File: src/rtl/pwm4_pkg.sv
`timescale 1ns/1ps
package pwm4_pkg;
    localparam int CNT_W_DEF = 16;
    localparam int NCH_DEF   = 4;
    localparam int ADDR_W    = 4;
    localparam int CFG_BITS  = 4;

    typedef enum logic [ADDR_W-1:0] {
        REG_CFG      = 4'd0,
        REG_EVT      = 4'd1,
        REG_PSC      = 4'd2,
        REG_ARR      = 4'd3,
        REG_CHCFG    = 4'd4,
        REG_CMP_BASE = 4'd8
    } reg_addr_e;

    // per-channel control nibble, bit 0 = main enable
    typedef struct packed {
        logic npol;
        logic nen;
        logic pol;
        logic en;
    } chan_cfg_t;

    typedef struct packed {
        logic gate;
        logic arr_pre;
    } glob_cfg_t;

    function automatic logic drive_level(logic gate, logic on, logic lvl, logic inv);
        return gate & (on ? (lvl ^ inv) : inv);
    endfunction
endpackage

File: src/rtl/pwm4_regs.sv
`timescale 1ns/1ps
module pwm4_regs
    import pwm4_pkg::*;
#(
    parameter int CNT_W = CNT_W_DEF,
    parameter int NCH   = NCH_DEF
) (
    input  logic                         clk,
    input  logic                         rst,
    input  logic                         wr_en,
    input  logic [ADDR_W-1:0]            wr_addr,
    input  logic [CNT_W-1:0]             wr_data,
    output glob_cfg_t                    gcfg,
    output logic                         force_evt,
    output logic [CNT_W-1:0]             psc_sh,
    output logic [CNT_W-1:0]             arr_sh,
    output logic [CFG_BITS*NCH-1:0]      chcfg,
    output logic [NCH-1:0][CNT_W-1:0]    cmp_sh
);
    localparam int CHW = CFG_BITS * NCH;

    assign force_evt = wr_en && (wr_addr == REG_EVT) && wr_data[0];

    always_ff @(posedge clk) begin
        if (rst) begin
            gcfg   <= '0;
            psc_sh <= '0;
            arr_sh <= '0;
            chcfg  <= '0;
        end else if (wr_en) begin
            case (wr_addr)
                REG_CFG:   gcfg   <= glob_cfg_t'(wr_data[1:0]);
                REG_PSC:   psc_sh <= wr_data;
                REG_ARR:   arr_sh <= wr_data;
                REG_CHCFG: chcfg  <= wr_data[CHW-1:0];
                default:   ;
            endcase
        end
    end

    for (genvar i = 0; i < NCH; i++) begin : g_cmp
        localparam logic [ADDR_W-1:0] MY_ADDR = ADDR_W'(int'(REG_CMP_BASE) + i);
        always_ff @(posedge clk) begin
            if (rst)
                cmp_sh[i] <= '0;
            else if (wr_en && (wr_addr == MY_ADDR))
                cmp_sh[i] <= wr_data;
        end
    end
endmodule

File: src/rtl/pwm4_timebase.sv
`timescale 1ns/1ps
module pwm4_timebase
    import pwm4_pkg::*;
#(
    parameter int CNT_W = CNT_W_DEF
) (
    input  logic             clk,
    input  logic             rst,
    input  logic             cnt_en,
    input  logic             force_evt,
    input  logic             arr_pre,
    input  logic [CNT_W-1:0] psc_sh,
    input  logic [CNT_W-1:0] arr_sh,
    output logic [CNT_W-1:0] cnt_q,
    output logic [CNT_W-1:0] arr_eff,
    output logic             tick,
    output logic             wrap,
    output logic             update
);
    logic [CNT_W-1:0] pre_q;
    logic [CNT_W-1:0] psc_act;
    logic [CNT_W-1:0] arr_act;

    assign tick    = cnt_en && (pre_q >= psc_act);
    assign arr_eff = arr_pre ? arr_act : arr_sh;
    assign wrap    = tick && (cnt_q >= arr_eff);
    assign update  = force_evt | wrap;

    always_ff @(posedge clk) begin
        if (rst) begin
            pre_q   <= '0;
            cnt_q   <= '0;
            psc_act <= '0;
            arr_act <= '0;
        end else if (force_evt) begin
            pre_q   <= '0;
            cnt_q   <= '0;
            psc_act <= psc_sh;
            arr_act <= arr_sh;
        end else if (cnt_en) begin
            pre_q <= tick ? '0 : pre_q + 1'b1;
            if (wrap) begin
                cnt_q   <= '0;
                psc_act <= psc_sh;
                arr_act <= arr_sh;
            end else if (tick) begin
                cnt_q <= cnt_q + 1'b1;
            end
        end
    end
endmodule

File: src/rtl/pwm4_chan.sv
`timescale 1ns/1ps
module pwm4_chan
    import pwm4_pkg::*;
#(
    parameter int CNT_W = CNT_W_DEF
) (
    input  logic             clk,
    input  logic             rst,
    input  logic             update,
    input  logic             gate,
    input  chan_cfg_t        cfg,
    input  logic [CNT_W-1:0] cmp_sh,
    input  logic [CNT_W-1:0] cnt_q,
    output logic [CNT_W-1:0] cmp_act,
    output logic             out_p,
    output logic             out_n
);
    logic ref_lvl;

    always_ff @(posedge clk) begin
        if (rst)
            cmp_act <= '0;
        else if (update)
            cmp_act <= cmp_sh;
    end

    assign ref_lvl = cnt_q < cmp_act;
    assign out_p   = drive_level(gate, cfg.en,  ref_lvl,  cfg.pol);
    assign out_n   = drive_level(gate, cfg.nen, !ref_lvl, cfg.npol);
endmodule

File: src/rtl/pwm4_core.sv
`timescale 1ns/1ps
module pwm4_core
    import pwm4_pkg::*;
#(
    parameter int CNT_W = CNT_W_DEF,
    parameter int NCH   = NCH_DEF
) (
    input  logic              clk,
    input  logic              rst,
    input  logic              cnt_en,
    input  logic              wr_en,
    input  logic [3:0]        wr_addr,
    input  logic [CNT_W-1:0]  wr_data,
    output logic [NCH-1:0]    pwm_o,
    output logic [NCH-1:0]    pwm_n_o
);
    glob_cfg_t                 gcfg;
    logic                      force_evt;
    logic [CNT_W-1:0]          psc_sh;
    logic [CNT_W-1:0]          arr_sh;
    logic [CFG_BITS*NCH-1:0]   chcfg;
    logic [NCH-1:0][CNT_W-1:0] cmp_sh;
    logic [NCH-1:0][CNT_W-1:0] cmp_act;
    logic [CNT_W-1:0]          cnt_q;
    logic [CNT_W-1:0]          arr_eff;
    logic                      tick;
    logic                      wrap;
    logic                      update;

    pwm4_regs #(.CNT_W(CNT_W), .NCH(NCH)) u_regs (
        .clk(clk), .rst(rst), .wr_en(wr_en), .wr_addr(wr_addr),
        .wr_data(wr_data), .gcfg(gcfg), .force_evt(force_evt),
        .psc_sh(psc_sh), .arr_sh(arr_sh), .chcfg(chcfg), .cmp_sh(cmp_sh)
    );

    pwm4_timebase #(.CNT_W(CNT_W)) u_tb (
        .clk(clk), .rst(rst), .cnt_en(cnt_en), .force_evt(force_evt),
        .arr_pre(gcfg.arr_pre), .psc_sh(psc_sh), .arr_sh(arr_sh),
        .cnt_q(cnt_q), .arr_eff(arr_eff), .tick(tick), .wrap(wrap),
        .update(update)
    );

    for (genvar i = 0; i < NCH; i++) begin : g_ch
        pwm4_chan #(.CNT_W(CNT_W)) u_ch (
            .clk(clk), .rst(rst), .update(update), .gate(gcfg.gate),
            .cfg(chan_cfg_t'(chcfg[CFG_BITS*i +: CFG_BITS])),
            .cmp_sh(cmp_sh[i]), .cnt_q(cnt_q), .cmp_act(cmp_act[i]),
            .out_p(pwm_o[i]), .out_n(pwm_n_o[i])
        );
    end
endmodule

File: config.mk
export PLATFORM = sky130hd
export DESIGN_NAME = pwm4_core
export DESIGN_NICKNAME = d
export VERILOG_FILES = /design/src/rtl/pwm4_pkg.sv /design/src/rtl/pwm4_regs.sv /design/src/rtl/pwm4_timebase.sv /design/src/rtl/pwm4_chan.sv /design/src/rtl/pwm4_core.sv
export SDC_FILE = /design/constraint.sdc
export NUM_CORES = 1
export LEC_CHECK = 0
export ABC_AREA = 1
export BUFFER_PORTS_ARGS = -buffer_cell sky130_fd_sc_hd__buf_2
export CORE_ASPECT_RATIO = 1.2
export CORE_MARGIN = 5
export CORE_UTILIZATION = 46
export DETAILED_ROUTE_END_ITERATION = 7
export GPL_ROUTABILITY_DRIVEN = 0
export PLACE_DENSITY = 0.63
export SLEW_MARGIN = 0
export SYNTH_ARGS = -nofsm -noshare
export SYNTH_HDL_FRONTEND = slang
export SYNTH_SLANG_ARGS = --single-unit
File: constraint.sdc
create_clock -name clk -period 4.85 [get_ports clk]
set_input_delay 0.97 -clock clk [delete_from_list [all_inputs] [get_ports clk]]
set_output_delay 0.97 -clock clk [all_outputs]
set_load 0.02 [all_outputs]
==> summary.txt, run 1 <==
Setup path
  – Critical Path AT: 2790 ps
  – RR Startpoint: u_regs.gcfg[0]$_SDFFE_PP0P_
  – Critical path capture point type: primary output
  – Reg-to-reg endpoint: u_tb.psc_act[15]$_SDFFE_PP0P_
  – R2r setup slk: 1490 ps
  – Crit-path max FO: 9
  – Setup crit start kind: flip-flop
  – Critical path type: reg2out
  – Critical Path RT: 3880 ps
  – Reg2Reg Depth: 15

Yosys
  – YS warnings: 0
  – Synth Instances: 1754
  – Mapped Area: 0.0123 mm^2
  – Post-synth top area cell: dfxtp_1
  – FFs w/ async S/R, synth: 0
  – Main synth FF type: dfxtp_1
  – Synth top area share: 0.394
  – Top cells by area, synth: dfxtp_1, nor2_1, ha_1
  – Syn avg cell area: 7.02 um^2
  – Post-synth EDFFs: 0
  – Yosys reg bits: 242
  – Seq/Total Area, Yosys: 0.394
  – Syn Nets: 1872
  – Distinct cell type count after synthesis: 34

Route
  – Final WL: 32100 um
  – Drt first pass iters: 5
  – Post-DRT Antenna Nets: 0
  – Total number of vias: 10795
  – DR WL met3: 1580 um
  – 1st-iter DRT viols: 822
  – Highest routed layer: met5
  – Drc violations: 0
  – Routed len/inst: 15.4 um
  – Met1 wire length: 14200 um
  – Met2 Routed Length: 15400 um
  – Vias per std cell: 5.18

Placed design
  – Detail Placement HPWL: 21300 um
  – # port buffers: 31
  – Cells after DPL: 2037
  – Pre-CTS setup slack: 1560 ps

Layout
  – Post-Route Utilization: 0.510
  – Antenna Cells: 0
  – # fillers: 2667
  – Final Non-Filler Cells: 2083
  – Share of layout cells above drive strength 1: 0.0572
  – Commonest non-fill, non-tap cells in the layout: nor2_1, nand2_1, dfxtp_1
  – P&R area growth vs syn: 9.18%
  – Reg area: 0.00484 mm^2
  – Most common cell after layout, fill and taps aside: nor2_1
  – Final nets: 1849
  – Multi-input logic area: 0.00631 mm^2

Timing
  – Tightest Pin Transition: 961 ps
  – Max Slew Vio Count: 0
  – Final setup fails: 0
  – Setup ws final: 1090 ps
  – Final period utilization: 0.776
  – RSZ-0062 raised after global routing: no
  – Fmax achieved: 0.266 GHz
  – Tmin final: 3760 ps
  – Final Skew: 17.1 ps
  – Final hold violation count: 0
  – Fin Setup TNS: 0 ps
  – Slew HR: 0.357

Die
  – Die area: 0.0301 mm^2
  – Row count: 65
  – Starting Density: 0.467
  – Core Area: 0.0264 mm^2
  – Die Height: 189 um
  – Horiz. Die Dim: 159 um
  – Ports: 32

Clock network
  – Post-cts gate resize count: 0
  – CTS Root Cell: clkbuf_16
  – CTS clk-pin slew, worst paths: 60 ps
  – Clk Latency, worst-skew pair: 540 ps
  – Clk sinks: 242
  – # hold bufs at CTS: 0
  – CTS tree: built
  – CTS Buf Count: 27
  – CTS HTree Levels: 1
  – Total setup buffers inserted after CTS: 0
  – CTS Buffer Depth: 3

Hold path
  – Hold Path Origin: u_regs.arr_sh[6]$_SDFFE_PP0P_
  – Hold endpoint: u_regs.arr_sh[6]$_SDFFE_PP0P_
  – Hold Path Class: reg2reg
  – Hold path depth: 2

Global routing
  – First-pass GRT wire length: 52500 um
  – Vias in the first global route: 10095
  – Total grt overflow: 0
  – Largest net degree at the start of global routing: 103
  – Antenna violations before repair: 1
  – Gr usage total: 0.210

Power
  – Max VDD drop: 279 uV
  – Clock power share: 0.371
  – Sw Pwr: 1.77 mW
  – Combinational share of power: 0.239
  – PwrDens: 423 mW/mm^2
  – Internal power: 3.91 mW
  – Reg power frac: 0.390
  – Net Sw Frac: 0.312
  – Static Leak: 6.30 nW

Outcome
  – Status: finished clean

Job
  – Max Cap Viol: 0
## logic make-up after synthesis
kind of cell | after synthesis | share of synthesized area
and+or+nand+nor | 804 | 0.270
AOI/OAI and AO/OA | 324 | 0.134
buffers and inverters | 273 | 0.0949
DFF | 242 | 0.394
adders and majority gates | 94 | 0.0956
xor gates and xnor gates | 17 | 0.0121
## synthesized netlist by cell type, types with 2 or more instances
cell type,n
a211oi_1,4
a21oi_1,170
a31oi_1,4
buf_1,12
buf_2,9
buf_4,19
buf_6,8
clkbuf_1,50
clkinv_1,2
dfxtp_1,242
ha_1,94
inv_1,171
inv_2,2
nand2_1,273
nand3_1,142
nand3_2,2
nand3b_1,7
nand4_1,11
nor2_1,350
nor2_2,2
nor3_1,9
nor3b_1,3
nor4_2,2
o21ai_0,136
o21ai_1,5
o21bai_1,2
xnor2_1,5
xor2_1,12
## stage by stage
| stage | power, mW | hold WS [ps] | cell area [um^2] |
|---|---|---|---|
| after floorplan | 3.37 | 433 | 12300 |
| after global placement | 3.59 | 447 | 12500 |
| after detailed placement | 3.61 | 450 | 12500 |
| after CTS | 5.73 | 458 | 13400 |
| after global routing | 6.06 | 475 | 13400 |
| final | 5.68 | 461 | 13400 |
## final cells by class
cell class | count | share of cell area
clock inverters | 10 | 0.0116
well taps | 335 | 0.0312
inverters | 175 | 0.0491
repair buffers | 46 | 0.0218
multi-input cells | 1239 | 0.470
flip-flops and latches | 242 | 0.361
clock buffers | 36 | 0.0558
## critical path: stages, from the launching register on
cell	delay, ps
dfxtp_1	720
ha_1	360
a21oi_1	140
nor2_1	50
a211oi_1	170
nand2_1	110
nand2_1	190
nand2_1	100
nand3_1	100
nand2_1	50
nor2_1	80
buf_2	170
## registers in the layout, summed over array words and instances (netlist names)
register / count
g_ch.u_ch.cmp_act: 64
u_tb.cnt_q: 16
u_tb.pre_q: 16
u_regs.chcfg: 16
u_regs.gcfg: 2
u_tb.psc_act: 16
u_regs.cmp_sh: 64
u_regs.arr_sh: 16
u_tb.arr_act: 16
u_regs.psc_sh: 16
## per-layer routing
layer | vias to the layer above | track usage
met2 | 217 | 0.373
li1 | 5614 | -
met4 | 2 | 0.0617
met1 | 4909 | 0.269
met3 | 53 | 0.0246
met5 | - | 0
## how the worst max path moves through the flow
stage,startpoint,endpoint,slack (ps)
6_report,u_tb.cnt_q[5]$_SDFFE_PP0P_,pwm_n_o[1],1090
5_1_grt,u_tb.cnt_q[5]$_SDFFE_PP0P_,pwm_o[1],880
4_1_cts,u_tb.cnt_q[9]$_SDFFE_PP0P_,pwm_n_o[1],1080
3_5_place_dp,u_regs.gcfg[0]$_SDFFE_PP0P_,u_tb.psc_act[7]$_SDFFE_PP0P_,1560
3_3_place_gp,u_regs.gcfg[0]$_SDFFE_PP0P_,u_tb.psc_act[14]$_SDFFE_PP0P_,1620
2_1_floorplan,u_tb.cnt_q[5]$_SDFFE_PP0P_,pwm_n_o[0],2310
## power by group through the flow
stage	Combinational (mW)	Clock, mW	Sequential [mW]
2_1_floorplan	1.12	0	2.24
3_3_place_gp	1.33	0	2.25
3_5_place_dp	1.35	0	2.26
4_1_cts	1.37	2.15	2.22
5_1_grt	1.59	2.23	2.23
6_report	1.36	2.11	2.22
Power figures use the tool's default switching activity.
==> run 2: changes to the inputs <==
==> constraint.sdc (replaced) <==
create_clock -name clk -period 3.95 [get_ports clk]
set_input_delay 0.79 -clock clk [delete_from_list [all_inputs] [get_ports clk]]
set_output_delay 0.79 -clock clk [all_outputs]
set_load 0.02 [all_outputs]
==> run 2 against run 1 <==
Net effect:
- sequential cell count unchanged
- register-to-register slack got worse by 700 ps
- die area unchanged
- core utilization is 0.26 points higher
- sequential power up 23%
- cell area rose by 0.51%
==> summary.txt, run 2 (synthesized netlist as in run 1, its figures left out) <==
Die
  – Horiz. Die Dim: 159 um (unchanged)
  – Row count: 65 (unchanged)
  – Die area: 0.0301 mm^2 (unchanged)
  – Core Area: 0.0264 mm^2 (unchanged)
  – Die Height: 189 um (unchanged)
  – Ports: 32 (unchanged)
  – Starting Density: 0.467 (unchanged)

Clock network
  – CTS HTree Levels: 1 (unchanged)
  – CTS tree: built (unchanged)
  – Clk Latency, worst-skew pair: 560 ps (was 540 ps)
  – CTS Buf Count: 27 (unchanged)
  – CTS Root Cell: clkbuf_16 (unchanged)
  – Post-cts gate resize count: 0 (unchanged)
  – CTS Buffer Depth: 3 (unchanged)
  – Clk sinks: 242 (unchanged)
  – # hold bufs at CTS: 0 (unchanged)
  – CTS clk-pin slew, worst paths: 60 ps (about the same)
  – Total setup buffers inserted after CTS: 0 (unchanged)

Global routing
  – Met1 usage: 0.266 (was 0.269)
  – Antenna violations before repair: 0 (was 1)
  – Gr usage total: 0.206 (was 0.210)
  – GR Util met2: 0.364 (was 0.373)
  – Largest net degree at the start of global routing: 117 (was 103)
  – Vias in the first global route: 10099 (was 10095)
  – Total grt overflow: 0 (unchanged)
  – First-pass GRT wire length: 52100 um (was 52500 um)
  – Global-route layer with the greatest usage: met2 (unchanged)
  – GRT met3 Usage: 0.0224 (was 0.0246)

Route
  – Final WL: 31700 um (was 32100 um)
  – Total number of vias: 10831 (was 10795)
  – Routed len/inst: 15.2 um (was 15.4 um)
  – 1st-iter DRT viols: 693 (was 822)
  – Post-DRT Antenna Nets: 0 (unchanged)
  – Drt first pass iters: 6 (was 5)
  – Vias per std cell: 5.18 (about the same)
  – Drc violations: 0 (unchanged)

Power
  – PwrDens: 510 mW/mm^2 (was 423 mW/mm^2)
  – Static Leak: 6.35 nW (was 6.30 nW)
  – Max VDD drop: 383 uV (was 279 uV)

Layout
  – Biggest regs: g_ch.u_ch.cmp_act: 64 flops, u_regs.cmp_sh: 64 flops (unchanged)
  – Final Non-Filler Cells: 2092 (was 2083)
  – Commonest non-fill, non-tap cells in the layout: nor2_1, nand2_1, dfxtp_1 (unchanged)
  – Finished Cell Area: 0.0135 mm^2 (was 0.0134 mm^2)
  – # fillers: 2711 (was 2667)
  – Antenna Cells: 0 (unchanged)
  – P&R area growth vs syn: 9.74% (was 9.18%)
  – Most common cell after layout, fill and taps aside: nor2_1 (unchanged)
  – Share of layout cells above drive strength 1: 0.0620 (was 0.0572)
  – Post-Route Utilization: 0.512 (was 0.510)
  – Final nets: 1856 (was 1849)

Timing
  – Fin Setup TNS: 0 ps (unchanged)
  – Max Slew Vio Count: 0 (unchanged)
  – Final hold violation count: 0 (unchanged)
  – Fmax achieved: 0.286 GHz
  – Tightest Pin Transition: 844 ps (was 961 ps)
  – Final setup fails: 0 (unchanged)
  – RSZ-0062 raised after global routing: no (unchanged)
  – WHS: 456 ps (was 461 ps)
  – Slew HR: 0.437 (was 0.357)
  – Final Skew: 17.4 ps (was 17.1 ps)
  – Tmin final: 3500 ps
  – Final period utilization: 0.886

Placed design
  – Detail Placement HPWL: 21700 um (was 21300 um)
  – # port buffers: 31 (unchanged)
  – Placement Cell Area: 0.0126 mm^2 (was 0.0125 mm^2)
  – Cells after DPL: 2044 (was 2037)

Hold path
  – Hold Path Class: reg2reg (unchanged)
  – Hold path depth: 2 (unchanged)

Setup path
  – Critical path capture point type: primary output (unchanged)
  – Reg2Reg Depth: 17 (was 15)
  – Crit-path max FO: 9 (unchanged)
  – Setup crit start kind: flip-flop (unchanged)
  – Critical path type: reg2out (unchanged)
  – Critical Path RT: 3160 ps (was 3880 ps)
  – R2r setup slk: 790 ps (was 1490 ps)
  – Critical Path AT: 2710 ps (was 2790 ps)

Job
  – Max Cap Viol: 0 (unchanged)

Outcome
  – Status: finished clean (unchanged)
## run 2: changes by cell type in the layout (fill, tap and decap cells not counted)
cell,previous run,this run
inv_16,0,1
buf_4,13,16
clkinv_2,4,5
buf_12,2,6
clkbuf_8,4,9
clkinvlp_4,1,0
bufinv_16,4,0
## run 2: per-layer routing
layer  vias to the layer above  wire length [um]  share of wire
met3                        56              1280          0.040
met2                       179             15200           0.48
met1                      4967             14300           0.45
met5                         -                 0              0
met4                         0               899          0.028
li1                       5629                 -              -
## run 2: stage by stage
stage | setup slack (ps) | total power, mW
floorplan | 1590 | 4.13
global placement | 887 | 4.43
detailed placement | 812 | 4.46
CTS | 405 | 6.94
global route | 260 | 7.33
finish | 449 | 6.88
## run 2: worst paths after layout
check	from	to
worst min-delay path	u_regs.arr_sh[8]$_SDFFE_PP0P_	u_regs.arr_sh[8]$_SDFFE_PP0P_
worst max register to register	u_regs.gcfg[0]$_SDFFE_PP0P_	g_ch[2].u_ch.cmp_act[0]$_SDFFE_PP0P_
worst max-delay path	u_tb.cnt_q[11]$_SDFFE_PP0P_	pwm_n_o[1]
worst min register to register	u_regs.arr_sh[8]$_SDFFE_PP0P_	u_regs.arr_sh[8]$_SDFFE_PP0P_
## run 2: layout make-up
class | instances | area [um^2] | share of cell area
inverters | 175 | 659 | 0.0488
flip-flops and latches | 242 | 4840 | 0.359
clock buffers | 41 | 818 | 0.0606
multi-input cells | 1239 | 6310 | 0.468
clock inverters | 7 | 53.8 | 0.00398
well taps | 335 | 419 | 0.0310
repair buffers | 53 | 395 | 0.0293
## run 2: worst max-delay path: stages, from the launching register on
cell and delay (ps):
dfxtp_1 660, ha_1 350, a21oi_1 140, o21ai_0 90, a21oi_1 380, nand2_1 130, nand3_1 90, nand2_1 50
nor2_1 90, buf_2 170
## run 2: where the power goes
group	switching (mW)	leakage [nW]	internal, mW
clock network	1.04	0.437	1.43
registers	0.0679	1.96	2.65
logic	1.10	3.95	0.590
total	2.21	6.35	4.67
==> run 3: changes to the inputs <==
==> constraint.sdc (replaced) <==
create_clock -name clk -period 4.5 [get_ports clk]
set_input_delay 0.9 -clock clk [delete_from_list [all_inputs] [get_ports clk]]
set_output_delay 0.9 -clock clk [all_outputs]
set_load 0.02 [all_outputs]
==> run 3 against run 2 <==
Net effect:
- register-to-register slack gained 430 ps
- count of clock-buffer cells in the layout shrank 4
- sequential share of layout area shrank 0.056 points
- clock power shrank 4%
- core utilization grew 0.081 points
- die area is the same
- setup slack gained 350 ps
- sequential cell count is the same
- first-iteration DRC count grew 7.2%
- hold slack gained 2.9 ps
- critical path type unchanged
- highest routed layer unchanged
==> summary.txt, run 3 (synthesized netlist as in run 1, its figures left out) <==
Outcome
  – Status: finished clean (unchanged)

Setup path
  – Critical Path AT: 2800 ps (was 2710 ps)
  – Critical path, cell by cell: ha_1 -> a21oi_1 -> nor2_1 -> a211oi_1 -> nand2_1 -> nand2_1 -> nand2_1 -> nand3_1 -> nand2_1 -> nor2_1 -> buf_2 (was ha_1 -> a21oi_1 -> o21ai_0 -> a21oi_1 -> nand2_1 -> nand3_1 -> nand2_1 -> nor2_1 -> buf_2)
  – Largest stage delay, worst path: 670 ps (was 660 ps)
  – Critical path capture point type: primary output (unchanged)
  – Critical Path Most Common Cell: nand2_1
  – Critical Path RT: 3600 ps (was 3160 ps)
  – Crit-path max FO: 9 (unchanged)
  – CP max stage cell: dfxtp_1 (unchanged)
  – Setup crit start kind: flip-flop (unchanged)
  – Critical path type: reg2out (unchanged)
  – Worst Path Buf+Inv: 1 (unchanged)
  – CP delay by family, top: simple AND/OR/NAND/NOR gates (was flip-flops)

Layout
  – Most common cell after layout, fill and taps aside: nor2_1 (unchanged)
  – P&R area growth vs syn: 9.91% (was 9.74%)
  – Final nets: 1851 (was 1856)
  – Biggest regs: g_ch.u_ch.cmp_act: 64 flops, u_regs.cmp_sh: 64 flops (unchanged)
  – Finished Cell Area: 0.0135 mm^2 (about the same)
  – Antenna Cells: 0 (unchanged)
  – Commonest non-fill, non-tap cells in the layout: nor2_1, nand2_1, dfxtp_1 (unchanged)
  – Share of layout cells above drive strength 1: 0.0599 (was 0.0620)

Power
  – Static Leak: 6.34 nW (was 6.35 nW)
  – Max VDD drop: 354 uV (was 383 uV)
  – PwrDens: 460 mW/mm^2 (was 510 mW/mm^2)

Route
  – Final WL: 32600 um (was 31700 um)
  – Post-DRT Antenna Nets: 0 (unchanged)
  – Vias per std cell: 5.24 (was 5.18)
  – Total number of vias: 10938 (was 10831)
  – 1st-iter DRT viols: 743 (was 693)
  – Drt first pass iters: 5 (was 6)
  – Drc violations: 0 (unchanged)
  – Routed len/inst: 15.6 um (was 15.2 um)

Clock network
  – # hold bufs at CTS: 0 (unchanged)
  – CTS Root Cell: clkbuf_16 (unchanged)
  – CTS Buf Count: 26 (was 27)
  – CTS tree: built (unchanged)
  – CTS Buffer Depth: 3 (unchanged)
  – Total setup buffers inserted after CTS: 0 (unchanged)
  – Clk Latency, worst-skew pair: 540 ps (was 560 ps)
  – Clk sinks: 242 (unchanged)
  – CTS clk-pin slew, worst paths: 60 ps (about the same)
  – CTS HTree Levels: 1 (unchanged)
  – Post-cts gate resize count: 0 (unchanged)

Placed design
  – Detail Placement HPWL: 21400 um (was 21700 um)
  – # port buffers: 31 (unchanged)
  – Placement Cell Area: 0.0126 mm^2 (about the same)

Global routing
  – Gr usage total: 0.212 (was 0.206)
  – Total grt overflow: 0 (unchanged)
  – Antenna violations before repair: 0 (unchanged)
  – Vias in the first global route: 10121 (was 10099)
  – Largest net degree at the start of global routing: 96 (was 117)
  – First-pass GRT wire length: 52900 um (was 52100 um)

Timing
  – Tmin final: 3700 ps
  – Final period utilization: 0.822
  – Fmax achieved: 0.270 GHz
  – Max Slew Vio Count: 0 (unchanged)
  – Final setup fails: 0 (unchanged)
  – Fin Setup TNS: 0 ps (unchanged)
  – Slew HR: 0.372 (was 0.437)
  – Final Skew: 12.7 ps (was 17.4 ps)
  – Final hold violation count: 0 (unchanged)
  – Tightest Pin Transition: 939 ps (was 844 ps)
  – RSZ-0062 raised after global routing: no (unchanged)

Job
  – Max Cap Viol: 0 (unchanged)

Die
  – Starting Density: 0.467 (unchanged)
  – Die Height: 189 um (unchanged)
  – Horiz. Die Dim: 159 um (unchanged)
  – Core Area: 0.0264 mm^2 (unchanged)
  – Row count: 65 (unchanged)
  – Die area: 0.0301 mm^2 (unchanged)
  – Ports: 32 (unchanged)

Hold path
  – Hold Path Class: reg2reg (unchanged)
[run 3: changes by cell type in the layout (fill, tap and decap cells not counted), sizes merged]
cell      before  now
clkbuf        41   37
clkinv         7    6
buf           53   49
clkinvlp       0    2
inv          175  173
bufinv         0    5
[run 3: cell type report]
type,instances,area [um^2]
Clock buffer,37,763
Clock inverter,11,185
Fill cell,2659,12800
Inverter,175,659
Multi-Input combinational cell,1239,6310
Sequential cell,242,4840
Tap cell,335,419
Timing Repair Buffer,49,340
[run 3: power by group]
part           internal (mW)  total, mW  switching [mW]
clock network           1.46       2.36           0.896
registers               2.33       2.39          0.0619
logic                  0.501       1.47           0.972
[run 3: worst paths after layout]
check                                  end  cells after the start  slack, ps                          start
max                             pwm_n_o[2]                     11        800     u_tb.cnt_q[5]$_SDFFE_PP0P_
min          u_regs.arr_sh[9]$_SDFFE_PP0P_                      2        460  u_regs.arr_sh[9]$_SDFFE_PP0P_
max reg2reg   u_tb.psc_act[5]$_SDFFE_PP0P_                     16       1220    u_regs.gcfg[0]$_SDFFE_PP0P_
min reg2reg  u_regs.arr_sh[9]$_SDFFE_PP0P_                      2        460  u_regs.arr_sh[9]$_SDFFE_PP0P_
[run 3: stage by stage]
step / instances / total power [mW] / util / setup WS [ps] / hold slack [ps]
after floorplan: 1754 / 3.63 / - / 2030 / 433
after global placement: 2040 / 3.86 / 0.477 / 1350 / 449
after detailed placement: 2040 / 3.90 / 0.477 / 1280 / 452
after CTS: 2088 / 6.27 / 0.513 / 765 / 462
after global routing: 2088 / 6.61 / 0.513 / 618 / 482
final: 2088 / 6.22 / 0.513 / 801 / 459
[run 3: per-layer routing]
layer | vias to the layer above | wire [um] | track usage
met2 | 210 | 15600 | 0.369
met5 | - | 0 | 0
met1 | 5028 | 14400 | 0.276
met4 | 0 | 1010 | 0.0610
li1 | 5637 | - | -
met3 | 63 | 1540 | 0.0266
[run 3: tightest hold or removal path: stages, from the launching register on]
cell     delay, ps
dfxtp_1        320
inv_1           50
a21oi_1         50
